### src/rtl/tra_pkg.sv
package tra_pkg;

  // Home node of a channel: where its token starts and gets regenerated.
  function automatic int home_of(input int chan, input int nodes);
    return chan % nodes;
  endfunction

  // Downstream neighbour on the one-way ring.
  function automatic int ring_next(input int node, input int nodes);
    return (node + 1) % nodes;
  endfunction

  // Upstream neighbour on the one-way ring.
  function automatic int ring_prev(input int node, input int nodes);
    return (node + nodes - 1) % nodes;
  endfunction

endpackage

### src/rtl/tra_slot.sv
// One channel inside one node: capture, hold, release and pass-through.
module tra_slot #(
  parameter bit IS_HOME = 1'b0
) (
  input  logic clk,
  input  logic rst_n,
  input  logic tok_here,
  input  logic want,
  input  logic drop,
  output logic tok_out,
  output logic held,
  output logic regen
);

  logic held_q;
  logic take;
  logic give_back;

  // The token can only be present here while nobody holds it.
  assign take      = tok_here & want;
  assign give_back = held_q & drop;

  always_ff @(posedge clk) begin
    if (!rst_n) held_q <= 1'b0;
    else        held_q <= (held_q & ~drop) | take;
  end

  // A released token enters after this node's capture point, so it must
  // travel a full lap before this node can see it again.
  assign tok_out = (tok_here & ~want) | give_back;
  assign held    = held_q;
  assign regen   = IS_HOME & tok_here & ~want;

endmodule

### src/rtl/tra_node.sv
// One ring stage: a token register per channel plus its slots.
module tra_node #(
  parameter int NODES    = 8,
  parameter int CHANNELS = 4,
  parameter int NODE_ID  = 0
) (
  input  logic                clk,
  input  logic                rst_n,
  input  logic [CHANNELS-1:0] tok_arrive,
  input  logic [CHANNELS-1:0] want,
  input  logic [CHANNELS-1:0] drop,
  output logic [CHANNELS-1:0] tok_at,
  output logic [CHANNELS-1:0] tok_out,
  output logic [CHANNELS-1:0] held,
  output logic [CHANNELS-1:0] regen
);

  for (genvar c = 0; c < CHANNELS; c++) begin : g_chan
    localparam bit IS_HOME = (tra_pkg::home_of(c, NODES) == NODE_ID);
    logic tok_q;

    always_ff @(posedge clk) begin
      if (!rst_n) tok_q <= IS_HOME;
      else        tok_q <= tok_arrive[c];
    end

    assign tok_at[c] = tok_q;

    tra_slot #(.IS_HOME(IS_HOME)) u_slot (
      .clk     (clk),
      .rst_n   (rst_n),
      .tok_here(tok_q),
      .want    (want[c]),
      .drop    (drop[c]),
      .tok_out (tok_out[c]),
      .held    (held[c]),
      .regen   (regen[c])
    );
  end

endmodule

### src/rtl/tra_ring.sv
// Ring of nodes; tokens advance one node per clock.
module tra_ring #(
  parameter int NODES    = 8,
  parameter int CHANNELS = 4
) (
  input  logic                      clk,
  input  logic                      rst_n,
  input  logic [NODES*CHANNELS-1:0] req_i,
  input  logic [NODES*CHANNELS-1:0] rel_i,
  output logic [NODES*CHANNELS-1:0] grant_o
);

  localparam int W = NODES * CHANNELS;

  logic [W-1:0] tok_at;     // token present at each node's capture point
  logic [W-1:0] tok_fwd;    // token leaving each node this cycle
  logic [W-1:0] regen_evt;  // home node re-emitting an unclaimed token

  for (genvar n = 0; n < NODES; n++) begin : g_node
    localparam int PREV = tra_pkg::ring_prev(n, NODES);

    tra_node #(
      .NODES   (NODES),
      .CHANNELS(CHANNELS),
      .NODE_ID (n)
    ) u_node (
      .clk       (clk),
      .rst_n     (rst_n),
      .tok_arrive(tok_fwd[PREV*CHANNELS +: CHANNELS]),
      .want      (req_i[n*CHANNELS +: CHANNELS]),
      .drop      (rel_i[n*CHANNELS +: CHANNELS]),
      .tok_at    (tok_at[n*CHANNELS +: CHANNELS]),
      .tok_out   (tok_fwd[n*CHANNELS +: CHANNELS]),
      .held      (grant_o[n*CHANNELS +: CHANNELS]),
      .regen     (regen_evt[n*CHANNELS +: CHANNELS])
    );
  end

endmodule

### config.mk
export PLATFORM = sky130hd
export DESIGN_NAME = tra_ring
export DESIGN_NICKNAME = d
export VERILOG_FILES = /design/src/rtl/tra_pkg.sv /design/src/rtl/tra_slot.sv /design/src/rtl/tra_node.sv /design/src/rtl/tra_ring.sv
export SDC_FILE = /design/constraint.sdc
export NUM_CORES = 1
export LEC_CHECK = 0
export CORE_AREA = 2 2 64 111
export CTS_CLUSTER_DIAMETER = 120
export DETAILED_ROUTE_END_ITERATION = 16
export DIE_AREA = 0 0 66 113
export GPL_TIMING_DRIVEN = 1
export PLACE_DENSITY = 0.79
export SLEW_MARGIN = 20
export SYNTH_ARGS = -nofsm -noshare
export SYNTH_HDL_FRONTEND = slang
export SYNTH_SLANG_ARGS = --single-unit
### constraint.sdc
create_clock -name clk -period 0.8 [get_ports clk]
set_input_delay 0.2 -clock clk [delete_from_list [all_inputs] [get_ports clk]]
set_output_delay 0.2 -clock clk [all_outputs]
set_load 0.01 [all_outputs]
-- After elaboration in Yosys (flattened, before gate mapping)
Cells that the tools add are included.
- bits in registers: 64
- logic and storage cells: 320
- bitwise gates (word level): 256
- operator list (kind ; count):
    $and 1x1->1 ; 128
    $not 1->1 ; 64
    $or 1x1->1 ; 64

-- Logic depth before layout (Yosys ltp)
- depth in word-level cells: 3
- mapped depth: 3

-- Modules after synthesis
From an unflattened synthesis, not the netlist that was laid out.
- cells, all modules: 372
- area, all modules: 3153.0 um^2
- modules (own cells, without submodules) (module ; instances ; cells an instance ; area each (um^2) ; sequential area each (um^2)):
    tra_slot at g_node[0].u_node.g_chan[1].u_slot ... ; 28 ; 9 ; 65.1 ; 20.0
    tra_node ; 8 ; 12 ; 135.1 ; 80.1
    tra_slot at g_node[0].u_node.g_chan[0].u_slot ... ; 4 ; 6 ; 62.6 ; 20.0

-- Least setup slack after synthesis
OpenSTA, ideal clock, no wires.
- path type: input port to flip-flop
- start: input rst_n
- end: register g_node[0].u_node.g_chan[0].u_slot.held_q
- library setup time: 0.118 ns
- arrival: 0.613 ns
- slack: 0.068 ns
- stages: 3
- path buffers: 2
- path through: buf_4 -> buf_6 -> a21boi_2
- RTL lines (what ; line ; RTL):
    start: declaration ; tra_ring.sv:7 ; input logic rst_n,
    end signal: assignment ; tra_slot.sv:25 ; else held_q <= (held_q & ~drop) | take;
    end: declaration ; tra_slot.sv:15 ; logic held_q;
No word-level cell between the ends.

-- Worst setup path in the final report
- start: register g_node[1].u_node.g_chan[0].u_slot.held_q
- end: output grant_o[4]
- RTL lines (what ; line ; RTL):
    start: declaration ; tra_slot.sv:15 ;
    start signal: assignment ; tra_slot.sv:25 ;
    end: declaration ; tra_ring.sv:10 ; output logic [NODES*CHANNELS-1:0] grant_o
No word-level cell between the ends.

==> metrics.yaml <==
cells_and_area:
  final_net_count: 465
  fill_cells: 526
  syn_to_final_growth_pct: 48.7
  diodes: 0
  drive_gt1_share_pct: 43.3
setup_path:
  arrival_ps: 770
  endpoint_kind: "output pin"
  crit_fanout: 3
  worstRegToRegCells: 4
  critPathKind: "reg -> out"
  critPathSlowestCell: "dfxtp_2"
  cp_cell_sequence: "buf_6"
  ff2ff_setup_slack_ps: -10
  cp_num_buf_inv: 1
  crit_family: "flip-flops"
  cp.depth: 1
  crit_path_start_kind: "register"
  critPathRequiredTime_ps: 600
  cpPeakStageDelay_ps: 340
outcome:
  status: "finished with violations"
  violations: "negative setup slack"
power:
  powerDensity_mw_per_mm2: 1700
  ir_drop_uv: 1430
  pwr-share-clk_pct: 45.7
  switching_share_pct: 19.8
  intPower_uw: 5900
  p_switching_uw: 1460
  pwr-share-comb_pct: 9.6
  p_seq_share_pct: 44.6
  power_leakage_uw: 0.00160
synth:
  syn_nets: 361
  ys_seq_elements: 64
  syn_inst: 295
  synth.area.top_cells: "dfxtp_1 44%, a21boi_2 22%, nand2b_1 14%"
  yosys_most_used_dff: "dfxtp_1"
  synth-edff-count: 0
  ys_seq_area_share_pct: 43.9
  syn-mean-instance-area_um2: 9.89
  synth.cell_area_mm2: 0.00292
  ys_async_sr_fraction_pct: 0
  synth_top_area_share_pct: 43.9
  synthDistinctLibCells: 8
  synth_common_cells: "64 x dfxtp_1, 64 x nand2_1, 64 x nand2b_1"
  yosysTopAreaCell: "dfxtp_1"
  ys_warn_count: 0
clock_tree:
  cts_tree: "built"
  cts.sinks: 64
  cts.clk_slew.worst_paths_ps: 50
  clock_latency_ps: 320
  clk_path_buf_depth: 2
  root_buffer: "clkbuf_16"
  ctsHoldBuffers: 0
  htreeDepth: 3
  tritoncts.num_buffers: 9
drt:
  wl_met1_mm: 2.22
  dr_wl_met3_um: 273
  drt-total-wl_mm: 6.21
  vias: 2205
  dr.pass1.iters: 4
  via_per_inst: 4.56
  drt-initial-drc-count: 75
  antenna_left: 0
  wl_met2_mm: 3.54
  drc: 0
  topRoutingLayerUsed: "met4"
  wl_per_cell_um: 12.8
timing:
  rsz0062_at_grt: "yes"
  worst_pin_slew_ps: 147
  max_freq_mhz: 1030
  drv_slew: 0
  relSlewSlack_pct: 90.1
  whs_ps: 279
  period_needed_ps: 969
  hold_violations: 0
  layout_setup_ws_ps: -169
  fin_worst_skew_ps: 5.83
  fin_crit_sh_pct: 121
  setup_viol: 33
  setup_tns_ps: -4900
die:
  placementRows: 39
  floorplan.initialDensity_pct: 44.6
  die_area_mm2: 0.00746
  die_x_um: 66
  core_area_mm2: 0.00654
  dieHeight_um: 113
  io_pins: 98
global_routing:
  grt_pass1_vias: 2262
  gr-total-overflow: 0
  grt_antenna_before_repair: 0
  grt_max_degree: 38
  track_usage_pct: 17.1
  grt_pass1_wl_mm: 9.52
place:
  routabilityCongestion: 0.779
  port_buffers: 97
  dp_slack_ps: -308
  dp_hpwl_mm: 4.46
flow_run:
  maxCapViolations: 0
worst_hold_path:
  whs_path_depth: 3
  hold_class: "in -> reg"
==> per-stage QoR <==
step,cell area [um^2],std cells,utilization [%],total power [uW]
2_1_floorplan,2920,295,-,3620
3_3_place_gp,3840,454,58.7,4000
3_5_place_dp,3840,454,58.7,4020
4_1_cts,4270,481,65.3,7450
5_1_grt,4340,484,66.3,7660
6_report,4340,484,66.3,7360
==> layout make-up <==
| type | count | area [um^2] | share of cell area, % |
|---|---|---|---|
| clock buffers | 13 | 250 | 5.77 |
| clock inverters | 1 | 5.00 | 0.115 |
| well taps | 82 | 103 | 2.37 |
| flip-flops and latches | 64 | 1320 | 30.5 |
| multi-input cells | 192 | 1350 | 31.2 |
| repair buffers | 132 | 1310 | 30.1 |
==> final timing paths <==
kind / endpoint / from
worst min register to register: g_node[1].u_node.g_chan[1].u_slot.held$_SDFF_PN0_ / g_node[1].u_node.g_chan[1].tok_q$_SDFF_PN1_
worst min-delay path: g_node[3].u_node.g_chan[3].tok_q$_SDFF_PN1_ / rst_n
worst max-delay path: grant_o[4] / g_node[1].u_node.g_chan[0].u_slot.held$_SDFF_PN0_
worst max register to register: g_node[6].u_node.g_chan[0].u_slot.held$_SDFF_PN0_ / g_node[6].u_node.g_chan[0].u_slot.held$_SDFF_PN0_
==> repair_timing <==
action / CTS / global route
setup endpoints to repair: 32 / 35
pin swaps: 1 / 1
setup buffers: 13 / 4
resized for setup: 192 / 11
==> layer usage <==
layer / global-route usage (%) / vias to the layer above
met1: 15.0 / 1003
met5: 0 / -
met4: 10.1 / 0
met2: 33.0 / 60
li1: - / 1130
met3: 4.37 / 12
==> logic make-up (layout without fill, tap and decap cells) <==
kind of cell,Yosys count,after routing,share of synthesized area (%)
simple gates,132,132,22.6
flops,64,64,43.9
compound gates,60,60,22.6
buf+inv,39,146,10.8
==> power groups by stage <==
stage                     logic [uW]  clock network, uW  registers, uW
after floorplan                  282                  0           3340
after global placement           661                  0           3340
after detailed placement         672                  0           3340
after CTS                        696               3470           3280
after global routing             754               3610           3290
final                            707               3370           3290
==> placed cells by master, fill, tap and decap left out <==
master and instances:
nand3_1 4, clkdlybuf4s50_1 64, a21boi_1 1, buf_2 1
buf_12 2, clkbuf_1 3, nand2_2 4, dfxtp_1 32
nand2b_1 61, a21boi_0 3, dfxtp_2 32, a21boi_2 56
nand2b_4 3, buf_4 30, buf_6 35, clkbuf_16 9
nand2_1 60, clkinv_2 1, clkbuf_8 1
==> worst min-delay path: stages <==
cell,delay (ps)
buf_2,140
buf_12,160
nand3_1,60
==> state kept, by name (all words and copies together), names as in the netlist <==
register / cells
g_node.u_node.g_chan.tok_q: 32
g_node.u_node.g_chan.u_slot.held: 32
Power figures use the tool's default switching activity.
